--- src/rtl/pllcalc_pkg.sv ---
package pllcalc_pkg;
  localparam int FREQ_W   = 32;
  localparam int WORK_W   = FREQ_W + 1;
  localparam int NUM_BANDS_DEF = 8;
  localparam int BAND_W   = 3;
  localparam int INT_W    = 5;
  localparam int FRAC_W   = 16;
  localparam int QUO_W    = INT_W + FRAC_W;
  localparam int OFF_W    = 30;
  localparam int REM_W    = OFF_W - INT_W;
  localparam int STEP_W   = REM_W;

  localparam logic [FREQ_W-1:0] IF_HZ_DEF   = 32'd3_570_000;
  localparam logic [FREQ_W-1:0] MIN_HZ_DEF  = 32'd864_000_000;
  localparam logic [FREQ_W-1:0] MAX_HZ_DEF  = 32'd1_785_600_000;
  localparam logic [FREQ_W-1:0] STEP_HZ_DEF = 32'd28_800_000;

  typedef struct packed {
    logic load;
    logic init;
    logic step;
    logic finish;
    logic reject;
  } strobes_t;

  function automatic logic [7:0] encodeIndex(input logic [INT_W-1:0] idx);
    logic [INT_W:0] n;
    n = {1'b0, idx} + 1'b1;
    return {n[1:0], 2'b00, 4'(4 + (n >> 2))};
  endfunction
endpackage

--- src/rtl/pllcalc_ctrl.sv ---
module pllcalc_ctrl
  import pllcalc_pkg::*;
(
  input  logic     clk,
  input  logic     rstN,
  input  logic     start,
  input  logic     inRange,
  output strobes_t stb,
  output logic     busy,
  output logic     done
);
  localparam int CNT_W = $clog2(QUO_W);

  typedef enum logic [1:0] {S_IDLE, S_SEL, S_DIV, S_FIN} state_t;
  state_t state;
  logic [CNT_W-1:0] bitCnt;

  always_comb begin
    stb        = '0;
    stb.load   = (state == S_IDLE) && start;
    stb.init   = (state == S_SEL) && inRange;
    stb.reject = (state == S_SEL) && !inRange;
    stb.step   = (state == S_DIV);
    stb.finish = (state == S_FIN);
  end

  always_ff @(posedge clk or negedge rstN) begin
    if (!rstN) begin
      state  <= S_IDLE;
      bitCnt <= '0;
      done   <= 1'b0;
    end else begin
      done <= stb.finish | stb.reject;
      unique case (state)
        S_IDLE: if (start) state <= S_SEL;
        S_SEL: begin
          bitCnt <= '0;
          state  <= inRange ? S_DIV : S_IDLE;
        end
        S_DIV: begin
          bitCnt <= bitCnt + 1'b1;
          if (bitCnt == CNT_W'(QUO_W - 1)) state <= S_FIN;
        end
        S_FIN: state <= S_IDLE;
        default: state <= S_IDLE;
      endcase
    end
  end

  assign busy = (state != S_IDLE);

  // the result strobe is a single-cycle pulse
  a_r8_done_single: assert property (@(posedge clk) disable iff (!rstN)
    done |=> !done);
  // when the result is flagged the block has returned to idle
  a_r8_done_idle: assert property (@(posedge clk) disable iff (!rstN)
    done |-> !busy);
  // while a request runs the state never falls back without a result
  a_r9_no_restart: assert property (@(posedge clk) disable iff (!rstN)
    (state == S_DIV) |=> (state == S_DIV) || (state == S_FIN));
endmodule

--- src/rtl/pllcalc_datapath.sv ---
module pllcalc_datapath
  import pllcalc_pkg::*;
#(
  parameter int                NUM_BANDS = NUM_BANDS_DEF,
  parameter logic [FREQ_W-1:0] IF_HZ     = IF_HZ_DEF,
  parameter logic [FREQ_W-1:0] MIN_HZ    = MIN_HZ_DEF,
  parameter logic [FREQ_W-1:0] MAX_HZ    = MAX_HZ_DEF,
  parameter logic [FREQ_W-1:0] STEP_HZ   = STEP_HZ_DEF
) (
  input  logic              clk,
  input  logic              rstN,
  input  strobes_t          stb,
  input  logic [FREQ_W-1:0] freqHz,
  output logic              inRange,
  output logic              outOfRange,
  output logic [7:0]        divCode,
  output logic [7:0]        intByte,
  output logic [7:0]        fracHi,
  output logic [7:0]        fracLo
);
  logic [WORK_W-1:0] workQ;
  logic [BAND_W-1:0] bandSel, bandQ;
  logic [FREQ_W-1:0] bandMin;
  logic [OFF_W-1:0]  offset;
  logic [STEP_W-1:0] stepQ;
  logic [REM_W-1:0]  remQ;
  logic [QUO_W-1:0]  shQ, quoQ;
  logic [REM_W:0]    trial;

  // Band choice: scan from the top so the lowest matching band wins.
  always_comb begin
    inRange = 1'b0;
    bandSel = '0;
    for (int k = NUM_BANDS - 1; k >= 0; k--) begin
      if ((workQ > WORK_W'(MIN_HZ >> k)) && (workQ < WORK_W'(MAX_HZ >> k))) begin
        inRange = 1'b1;
        bandSel = BAND_W'(k);
      end
    end
  end

  assign bandMin = MIN_HZ >> bandSel;
  assign offset  = OFF_W'(workQ - WORK_W'(bandMin));
  assign trial   = {remQ, shQ[QUO_W-1]};

  always_ff @(posedge clk or negedge rstN) begin
    if (!rstN) begin
      workQ <= '0;
      bandQ <= '0;
      stepQ <= '0;
      remQ  <= '0;
      shQ   <= '0;
      quoQ  <= '0;
    end else begin
      if (stb.load) workQ <= WORK_W'(freqHz) + WORK_W'(IF_HZ);
      if (stb.init) begin
        bandQ <= bandSel;
        stepQ <= STEP_W'(STEP_HZ >> bandSel);
        remQ  <= offset[OFF_W-1:INT_W];
        shQ   <= {offset[INT_W-1:0], {FRAC_W{1'b0}}};
        quoQ  <= '0;
      end
      if (stb.step) begin
        shQ <= shQ << 1;
        if (trial >= {1'b0, stepQ}) begin
          remQ <= REM_W'(trial - {1'b0, stepQ});
          quoQ <= {quoQ[QUO_W-2:0], 1'b1};
        end else begin
          remQ <= REM_W'(trial);
          quoQ <= {quoQ[QUO_W-2:0], 1'b0};
        end
      end
    end
  end

  always_ff @(posedge clk or negedge rstN) begin
    if (!rstN) begin
      outOfRange <= 1'b0;
      divCode    <= '0;
      intByte    <= '0;
      fracHi     <= '0;
      fracLo     <= '0;
    end else if (stb.reject) begin
      outOfRange <= 1'b1;
      divCode    <= '0;
      intByte    <= '0;
      fracHi     <= '0;
      fracLo     <= '0;
    end else if (stb.finish) begin
      outOfRange <= 1'b0;
      divCode    <= {bandQ, 5'b0};
      intByte    <= encodeIndex(quoQ[QUO_W-1:FRAC_W]);
      fracHi     <= quoQ[FRAC_W-1:8];
      fracLo     <= quoQ[7:0];
    end
  end

  // restoring invariant, the partial remainder stays below the step
  a_r4_rem_below_step: assert property (@(posedge clk) disable iff (!rstN)
    stb.step |-> (remQ < REM_W'(stepQ)));
  // the latched band really contains the working frequency
  a_r2_band_contains: assert property (@(posedge clk) disable iff (!rstN)
    stb.finish |-> (workQ > WORK_W'(MIN_HZ >> bandQ)) && (workQ < WORK_W'(MAX_HZ >> bandQ)));
  // an out-of-range result carries all-zero bytes
  a_r7_oor_zero: assert property (@(posedge clk) disable iff (!rstN)
    outOfRange |-> (divCode == 8'h00) && (intByte == 8'h00) && (fracHi == 8'h00) && (fracLo == 8'h00));
  // low five bits of the divider code are always clear
  a_r3_code_low_clear: assert property (@(posedge clk) disable iff (!rstN)
    $rose(divCode != 8'h00) |-> (divCode[4:0] == 5'd0));
  // a written step byte has bits 5:4 clear and a nibble in 4..12
  a_r5_int_form: assert property (@(posedge clk) disable iff (!rstN)
    $past(stb.finish) |-> (intByte[5:4] == 2'b00) && (intByte[3:0] >= 4'd4) && (intByte[3:0] <= 4'd12));
endmodule

--- src/rtl/pll_reg_calc.sv ---
module pll_reg_calc
  import pllcalc_pkg::*;
#(
  parameter int                NUM_BANDS = NUM_BANDS_DEF,
  parameter logic [FREQ_W-1:0] IF_HZ     = IF_HZ_DEF,
  parameter logic [FREQ_W-1:0] MIN_HZ    = MIN_HZ_DEF,
  parameter logic [FREQ_W-1:0] MAX_HZ    = MAX_HZ_DEF,
  parameter logic [FREQ_W-1:0] STEP_HZ   = STEP_HZ_DEF
) (
  input  logic        clk,
  input  logic        rstN,
  input  logic        start,
  input  logic [31:0] freqHz,
  output logic        busy,
  output logic        done,
  output logic        outOfRange,
  output logic [7:0]  divCode,
  output logic [7:0]  intByte,
  output logic [7:0]  fracHi,
  output logic [7:0]  fracLo
);
  strobes_t stb;
  logic     inRange;

  pllcalc_ctrl uCtrl (
    .clk     (clk),
    .rstN    (rstN),
    .start   (start),
    .inRange (inRange),
    .stb     (stb),
    .busy    (busy),
    .done    (done)
  );

  pllcalc_datapath #(
    .NUM_BANDS (NUM_BANDS),
    .IF_HZ     (IF_HZ),
    .MIN_HZ    (MIN_HZ),
    .MAX_HZ    (MAX_HZ),
    .STEP_HZ   (STEP_HZ)
  ) uDp (
    .clk        (clk),
    .rstN       (rstN),
    .stb        (stb),
    .freqHz     (freqHz),
    .inRange    (inRange),
    .outOfRange (outOfRange),
    .divCode    (divCode),
    .intByte    (intByte),
    .fracHi     (fracHi),
    .fracLo     (fracLo)
  );
endmodule

--- config.mk ---
export PLATFORM = sky130hd
export DESIGN_NAME = pll_reg_calc
export DESIGN_NICKNAME = d
export VERILOG_FILES = /design/src/rtl/pllcalc_pkg.sv /design/src/rtl/pllcalc_ctrl.sv /design/src/rtl/pllcalc_datapath.sv /design/src/rtl/pll_reg_calc.sv
export SDC_FILE = /design/constraint.sdc
export NUM_CORES = 1
export LEC_CHECK = 0
export ABC_AREA = 1
export CORE_MARGIN = 5
export CORE_UTILIZATION = 37
export CTS_CLUSTER_DIAMETER = 120
export DETAILED_ROUTE_END_ITERATION = 8
export MAX_ROUTING_LAYER = met4
export SLEW_MARGIN = 20
export SYNTH_ARGS = -nofsm -noshare
export SYNTH_HDL_FRONTEND = slang
export SYNTH_SLANG_ARGS = --single-unit
--- constraint.sdc ---
create_clock -name clk -period 4.2 [get_ports clk]
set_input_delay 1.26 -clock clk [delete_from_list [all_inputs] [get_ports clk]]
set_output_delay 1.26 -clock clk [all_outputs]
set_load 0.01 [all_outputs]
### After elaboration in Yosys (flattened, before gate mapping)

Cells that the tools add are included.

* add/subtract/negate cells: 6
* magnitude comparators: 17
* equality and inequality tests: 6
* shift-type cells: 2
* mux-type cells: 39
* bitwise operators: 1
* reduce and logical (&&, ||, !) cells: 18

Operators by type and width (number)
* $mux 21: 4
* $mux 25: 3
* $mux 8: 8
* $add 32x22->33 const B: 1
* $gt 33x23->1 const B: 1
* $gt 33x24->1 const B: 1
* $gt 33x25->1 const B: 1
* $gt 33x26->1 const B: 1
* $gt 33x27->1 const B: 1
* $gt 33x28->1 const B: 1
* $gt 33x29->1 const B: 1
* $gt 33x30->1 const B: 1
* $lt 33x24->1 const B: 1
* $lt 33x25->1 const B: 1
* $lt 33x26->1 const B: 1
* $lt 33x27->1 const B: 1
* $lt 33x28->1 const B: 1
* $lt 33x29->1 const B: 1
* $lt 33x30->1 const B: 1
* $lt 33x31->1 const B: 1
* $shr 30x3->30 const A: 1
* $sub 30x30->30: 1
* $ge 26x25->1: 1
* $shr 25x3->25 const A: 1
* other kinds (20): 53

* bits in registers: 169
* logic and storage cells: 103

### Logic depth before layout (Yosys ltp)

Gate-level depths: netlist of run 1.

* depth after elaboration: 14
* gate-level depth with buffers: 41

### By module

A second synthesis of run 1 with hierarchy kept.

* cells, all modules: 1659
* area, all modules: 11352.1 µm²

Modules (own cells, without submodules)
* pllcalc_datapath: instances 1, cells an instance 1600, area an instance 10856.7 µm², sequential area each 3353.2 µm²
* pllcalc_ctrl: instances 1, cells an instance 59, area an instance 495.5 µm², sequential area each 200.2 µm²

### Worst setup path before layout of run 1

No wires, ideal clock.

* kind: flip-flop to flip-flop
* start point: register uDp.workQ[23]
* end point: register uDp.remQ[20]
* library setup time: 0.117 ns
* arrival time: 3.970 ns
* required time: 4.083 ns
* slack: 0.114 ns
* stages on the path, launching flop included: 41
* path buffers: 1
* clock period less this slack: 4.086 ns
* cells stage by stage: dfrtp_1 -> buf_4 -> nand2_2 -> inv_1 -> nor2_2 -> nand2_1 -> nand2_1 -> nand3_1 -> nor2_2 -> nand3_2 -> nand2_1 -> a21oi_1 -> or2_1 -> nand2_1 -> nand2_1 -> inv_2 -> ha_1 -> inv_1 -> [5 not listed] -> nand2_1 -> nand2_1 -> a21oi_1 -> inv_1 -> nand2_1 -> nand2_1 -> nand2_2 -> nand2_4 -> nand2_4 -> nand2_2 -> nand3_1 -> nand2_1 -> nand2_1 -> nand2_1 -> nand2_1 -> nand3_1 -> nand2_1 -> nand2_1

* cells in the longest elaborated chain, start to end: 14
* elaborated cells between the ends (all ways): 46
* classes of those cells: 1 x add/sub; 16 x order compare; 1 x shift; 18 x mux; 10 x reduce/logical

RTL lines
* from (decl): RTL line pllcalc_datapath.sv:21 `logic [WORK_W-1:0] workQ;`
* from (signal assigned): RTL line pllcalc_datapath.sv:55 `if (stb.load) workQ <= WORK_W'(freqHz) + WORK_W'(IF_HZ);`
* $gt 33x23->1 or $lt 33x24->1 (tied branches): RTL line pllcalc_datapath.sv:35 `if ((workQ > WORK_W'(MIN_HZ >> k)) && (workQ < WORK_W'(MAX_HZ >> k))) begin`
* $logic_and 1x1->1: RTL line pllcalc_datapath.sv:35
* $mux 3 (7 in a row): RTL line pllcalc_datapath.sv:35
* $mux 3 *: RTL line pllcalc_datapath.sv:35
* via uDp.bandSel[0]: RTL line pllcalc_datapath.sv:22 `logic [BAND_W-1:0] bandSel, bandQ;`
* $shr 30x3->30 *: RTL line pllcalc_datapath.sv:42 `assign bandMin = MIN_HZ >> bandSel;`
* $sub 30x30->30 *: RTL line pllcalc_datapath.sv:43 `assign offset = OFF_W'(workQ - WORK_W'(bandMin));`
* $mux 25 *: RTL line pllcalc_datapath.sv:56 `if (stb.init) begin`
* $mux 25 *: RTL line pllcalc_datapath.sv:63 `if (stb.step) begin`
* to (signal assigned): RTL line pllcalc_datapath.sv:59 `remQ <= offset[OFF_W-1:INT_W];`
* to (signal assigned): RTL line pllcalc_datapath.sv:66 `remQ <= REM_W'(trial - {1'b0, stepQ});`
* to (signal assigned): RTL line pllcalc_datapath.sv:69 `remQ <= REM_W'(trial);`
* to (decl): RTL line pllcalc_datapath.sv:26 `logic [REM_W-1:0] remQ;`

Mark *: on every way through the listed nets, which the timed path passes. The rest lies on a longest branch. The select of a mux whose other input is x is not followed.
A chain may end at the register's enable or synchronous reset.

### Worst setup path in the final report of run 1

* start point: register uDp.workQ[24]
* end point: register uDp.remQ[2]

Same word-level chain as after synthesis.

==> results of run 1 <==
cell usage in the layout (no fill, tap or decap), drive strengths merged, types with 10 or more instances in the layout:
| master | n |
|---|---|
| clkinv | 10 |
| a21oi | 102 |
| inv | 226 |
| nand2 | 364 |
| nand4 | 19 |
| o21ai | 127 |
| o22ai | 33 |
| xnor2 | 15 |
| buf | 342 |
| ha | 58 |
| nand3 | 99 |
| nor2 | 183 |
| xor2 | 21 |
| clkdlybuf4s50 | 61 |
| o211ai | 36 |
| dfrtp | 142 |
| nor3 | 35 |
| clkbuf | 17 |
flip-flops by register name, indices dropped and copies added, names as in the netlist, 3 cells and up, named ones only:
signal and count:
uDp.workQ 33, uDp.remQ 25, uDp.quoQ 21, uDp.stepQ 21, uDp.fracHi 8, uDp.fracLo 8
uDp.intByte 6, uCtrl.bitCnt 5, uDp.shQ 5, uDp.bandQ 3, uDp.divCode 3
timing repair:
action,in CTS,in global routing
pin swaps,26,49
endpoints found under the setup margin,22,24
buffers inserted,38,17
gates resized for setup,74,138
cell type report:
cell class,instances,area [µm²]
Fill cell,2828,13160
Multi-Input combinational cell,1167,6963
Sequential cell,142,3567
Timing Repair Buffer,403,3238
Inverter,221,839.6
Tap cell,384,480.5
Clock buffer,17,425.4
Clock inverter,15,183.9
worst register-to-register path, delay by kind of cell (launching register included):
kind / cells / cell delay [ns]
xor+xnor: 1 / 0.12
fa+ha+maj: 2 / 0.36
compound gates: 3 / 0.33
buf+inv: 12 / 1.34
simple gates: 13 / 1.62
flops: 1 / 0.46
per-layer routing:
| layer | wire length, µm | up-vias |
|---|---|---|
| met1 | 18520 | 5865 |
| met2 | 23100 | 319 |
| met5 | 0 | - |
| li1 | - | 5958 |
| met4 | 2035 | 0 |
| met3 | 1514 | 89 |
cell usage after synthesis (all sizes together), types with 21 or more instances:
master	count
o22ai	33
o21ai	127
xor2	21
a21oi	102
o211ai	36
inv	219
nor3	35
buf	35
nand2	364
nand3	99
dfrtp	142
nor2	183
ha	58
logic make-up (layout without fill, tap and decap cells):
kind of cell | Yosys count | in the layout | share of synthesized area
AND/OR/NAND/NOR | 723 | 723 | 0.2938
XOR/XNOR | 36 | 36 | 0.02899
AO/OA/AOI/OAI | 343 | 343 | 0.1813
flip-flops | 142 | 142 | 0.3267
buffers and inverters | 274 | 656 | 0.1020
adder cells (fa/ha/maj) | 58 | 58 | 0.06673
other | 1 | 7 | 0.0003448
through the flow:
step	setup TNS, ns	hold slack [ns]	std cells
CTS	-0.2873	0.4889	2338
finish	-0.4333	0.4807	2349
floorplan	0	0.4517	1583
global placement	-11.54	0.4645	2269
global route	-5.097	0.5261	2349
detailed placement	-11.17	0.4729	2269
worst min-delay path by stage:
stage,end,slack [ns],cells after the start
after floorplan,uDp.stepQ[15],0.45,2
after global placement,uDp.divCode[6],0.46,2
after detailed placement,uDp.divCode[6],0.47,2
after CTS,uDp.divCode[6],0.49,2
after global routing,uDp.fracLo[2],0.53,2
final,uDp.divCode[6],0.48,2
==> impl_metrics.csv, run 1 <==
group,metric,value,unit
cells_and_area,layout-drive-gt1-share,0.3008,
cts,clk_pin_slew_worst_paths,0.07,ns
placement,placed_area,0.01396,mm²
grt,top_usage_layer,"met2",
logic_synthesis,synth_cell_types,57,
route,finalWirelength,45170,µm
placement,port_buffers,62,
setup_path,cp.depth,31,
setup_path,r2r-start,"uDp.workQ[24]",
setup_path,cpPeakStageDelay,0.46,ns
floorplan,ios,70,
timing,setup_viol,10,
route,num_vias,12230,
cts,clkSinkCount,142,
grt,antenna_found_initial,0,
cts,cts_tree,"done",
cts,clk_path_buf_depth,2,
timing,clock_skew,0.01954,ns
setup_path,ff2ff_setup_slack,-0.10,ns
setup_path,startpoint_type,"register",
logic_synthesis,syn_inst,1577,
min_path,min_from,"uDp.divCode[6]",
grt,grt_pass1_wl,69030,µm
placement,routabilityCongestion,0.9460,
placement,dp_slack,-0.6469,ns
logic_synthesis,yosysSeqAreaShare,0.3267,
cells_and_area,diodes,0,
status,violations,"setup timing",
grt,grt_overflow,0,
logic_synthesis,yosysTopAreaCellShare,0.3267,
logic_synthesis,syn-cell-area,0.01088,mm²
floorplan,die_w,181.4,µm
cts,ctsHoldBuffers,0,
route,route.detailed.drc,0,
floorplan,die_h,181.4,µm
setup_path,critPathCaptureType,"register",
grt,grt.total_usage,0.2758,
route,antenna_left,0,
run,maxCapViolCount,0,
timing,rsz0062_at_grt,"yes",
timing,slew_viol_final,0,
cts,insertion_delay,0.45,ns
logic_synthesis,synth.area.top_cells,"dfrtp_1 (33%), nand2_1 (12%), inv_1 (7.0%)",
timing,post-route-period-util,1.024,
min_path,hold_class,"reg -> reg",
grt,grt_start_max_net_pins,61,
placement,hpwl,35590,µm
logic_synthesis,yosys_register_bits,142,
grt,met3_usage,0.02421,
grt,grt_pass1_vias,12070,
logic_synthesis,synth-main-ff-cell,"dfrtp_1",
setup_path,worst_ep_required_time,4.56,ns
setup_path,cp-endpoint,"uDp.remQ[2]",
floorplan,coreArea,0.02886,mm²
cells_and_area,postLayoutCoreUtil,0.5440,
floorplan,die-area,0.03292,mm²
cts,cts_max_level,4,
setup_path,cpMostUsedCell,"buf_4",
logic_synthesis,synth_edf_count,0,
timing,relSlewSlack,0.4431,
logic_synthesis,syn_area_per_cell,6.896,µm²
setup_path,r2r_cells,31,
timing,min_period,4.301,ns
timing,max_freq,232.5,MHz
timing,worst_slew_pin_slew,0.8354,ns
logic_synthesis,yosysWarnings,0,
cells_and_area,final_area,0.01570,mm²
route,routed_via_density,5.207,
cells_and_area,fin_nets,2045,
setup_path,crit_buf_inv,12,
grt,use_met2,0.4889,
cts,cts_made_buffers,17,
setup_path,startpoint,"uDp.workQ[24]",
route,routedWlPerCell,19.23,µm
setup_path,slowest_stage,"dfrtp_2",
floorplan,initial_utilization,0.3769,
route,drt_iter0_drc,876,
logic_synthesis,synth-async-reset-ratio,1.000,
route,first_pass_iters,5,
setup_path,path_max_fanout,5,
setup_path,critical_path_class,"reg -> reg",
timing,fin_ws,-0.1014,ns
grt,grtUsageMet1,0.3241,
status,status,"finished with violations",
floorplan,rows,62,
setup_path,r2r_end,"uDp.remQ[2]",
logic_synthesis,synth_top_area_cell,"dfrtp_1",
setup_path,cpLargestDelayFamily,"simple AND/OR/NAND/NOR gates",
cells_and_area,area_delta_synth_final,44.34,%
cts,cts_root_buf,"clkbuf_16",
setup_path,cp.arrival,4.66,ns
timing,finalHoldViolCount,0,
Power of run 1 is not shown: default switching activity piles up to over one toggle a cycle in this logic, so the estimate is an artifact.
==> run 2: changes to the inputs <==
Settings changed: CORE_MARGIN 5 to 10.
Clock period 4.2 ns to 4 ns, I/O delays scaled along.
==> run 2 against run 1 <==
Wire length decreased by 6.1%. Non-clock buffer count is 27 lower. Critical path depth down 7. Sequential cell count did not move. Global-route usage down 4.0 points. The run still ends with setup timing left. Cell area shrank 1.7%. Critical path type unchanged. Largest cell class unchanged. Register-to-register slack got worse by 0.09 ns. Count of clock-buffer cells in the layout unchanged.
==> impl_metrics.csv, run 2 (synthesized netlist as in run 1, its figures left out) <==
group,metric,value,unit
status,status,"finished with violations",
status,violations,"setup timing",
grt,met3_usage,0.02861,
cells_and_area,regMostFlops,"uDp.workQ",
route,num_vias,12020,
route,routedWlPerCell,18.27,µm
cts,clkSinkCount,142,
grt,use_met2,0.3975,
cts,cts_tree,"done",
min_path,hold_class,"reg -> reg",
timing,rsz0062_at_grt,"yes",
cts,cts_max_level,4,
timing,setup_viol,20,
placement,port_buffers,62,
grt,grt_overflow,0,
timing,relSlewSlack,0.4107,
grt,grt_pass1_vias,11850,
cts,insertion_delay,0.45,ns
cts,clk_pin_slew_worst_paths,0.07,ns
floorplan,ios,70,
setup_path,critPathCaptureType,"register",
cts,clk_path_buf_depth,2,
floorplan,die_h,191.4,µm
cells_and_area,diodes,0,
cts,cts_made_buffers,17,
cts,cts_root_buf,"clkbuf_16",
cells_and_area,largest_reg_flops,33,
floorplan,initial_utilization,0.3769,
route,routed_via_density,5.175,
route,first_pass_iters,5,
timing,worst_slew_pin_slew,0.8840,ns
floorplan,die_w,191.4,µm
timing,max_freq,238.4,MHz
placement,placed_area,0.01383,mm²
setup_path,startpoint_type,"register",
run,maxCapViolCount,0,
timing,post-route-period-util,1.049,
grt,top_usage_layer,"met2",
placement,hpwl,33680,µm
cells_and_area,area_delta_synth_final,41.87,%
cells_and_area,fill_cells,2845,
cells_and_area,multi_input_area,0.006918,mm²
timing,clock_skew,0.01312,ns
route,finalWirelength,42420,µm
cells_and_area,final_area,0.01543,mm²
grt,antenna_found_initial,0,
timing,slew_viol_final,0,
floorplan,die-area,0.03665,mm²
route,drt_iter0_drc,896,
setup_path,critical_path_class,"reg -> reg",
timing,min_period,4.195,ns
timing,fin_ws,-0.1946,ns
cells_and_area,final_cell_mix,"nand2_1 (311), buf_4 (307), inv_1 (196)",
cells_and_area,layout-drive-gt1-share,0.2812,
cells_and_area,fin_nets,2018,
cells_and_area,ff_latch_area,0.003565,mm²
grt,grt.total_usage,0.2356,
timing,finalHoldViolCount,0,
grt,grt_pass1_wl,65450,µm
grt,grt_start_max_net_pins,66,
floorplan,coreArea,0.02886,mm²
route,route.detailed.drc,0,
cells_and_area,final_common_cell,"nand2_1",
setup_path,path_max_fanout,7,
grt,grtUsageMet1,0.2816,
setup_path,cp.arrival,4.57,ns
placement,routabilityCongestion,0.9890,
cells_and_area,largestRegisters,"uDp.workQ: 33 flops, uDp.remQ: 25 flops",
setup_path,worst_ep_required_time,4.38,ns
floorplan,rows,62,
route,antenna_left,0,
## run 2: final cells by class
type                            instances  share of cell area
Clock buffer                           17             0.02757
Clock inverter                         15             0.01208
Inverter                              221             0.05442
Multi-Input combinational cell       1167              0.4484
Sequential cell                       142              0.2310
Tap cell                              384             0.03114
Timing Repair Buffer                  376              0.1954
## run 2: per-stage QoR
| stage | utilization | setup slack (ns) | setup TNS [ns] | std cells | hold WS [ns] |
|---|---|---|---|---|---|
| after floorplan | - | 0.007135 | 0 | 1583 | 0.4517 |
| after global placement | 0.4793 | -0.9346 | -16.66 | 2255 | 0.4631 |
| after detailed placement | 0.4793 | -0.9498 | -17.26 | 2255 | 0.4671 |
| after CTS | 0.5213 | -0.1529 | -1.874 | 2313 | 0.4836 |
| after global routing | 0.5346 | -0.4904 | -9.114 | 2322 | 0.5093 |
| final | 0.5346 | -0.1946 | -2.828 | 2322 | 0.4798 |
## run 2: layer usage
layer	vias up	wire length, µm
met5	-	0
met4	0	1546
met3	72	1893
met2	341	20880
met1	5686	18100
li1	5918	-
## run 2: what timing repair did
item / CTS / global route
pin swaps: 48 / 50
setup buffers: 32 / 12
resized for setup: 113 / 84
setup endpoints to repair: 23 / 23
endpoints found under the hold margin: 0 / 0
hold buffers: 0 / 0
## run 2: final timing paths
| kind | startpoint | end | slack [ns] | depth (start not counted) |
|---|---|---|---|---|
| worst min-delay path | uDp.divCode[5] | uDp.divCode[5] | 0.48 | 2 |
| worst max register to register | uDp.workQ[23] | uDp.remQ[21] | -0.19 | 24 |
| min in group asynchronous | rstN | uDp.remQ[8] | 0.76 | 1 |
| worst min register to register | uDp.divCode[5] | uDp.divCode[5] | 0.48 | 2 |
| max in group asynchronous | rstN | uDp.fracLo[5] | 2.44 | 2 |
| worst max-delay path | uDp.workQ[23] | uDp.remQ[21] | -0.19 | 24 |
## run 2: worst max-delay path: stages (launching register included)
cell	delay, ns
dfrtp_2	0.46
nand2_4	0.07
buf_4	0.15
nor2_4	0.14
buf_4	0.12
nand2_1	0.09
nor4_2	0.31
nand3_1	0.18
nand4_4	0.16
buf_4	0.14
nand2_4	0.05
buf_4	0.17
ha_4	0.17
inv_1	0.06
nor2_1	0.05
buf_4	0.14
ha_1	0.42
nand2_2	0.16
nor4_4	0.33
nand2_4	0.08
nand2_4	0.08
nand2_2	0.07
o211ai_1	0.21
nand3_1	0.13
a21oi_2	0.17
Power of run 2 is left out for the same reason.
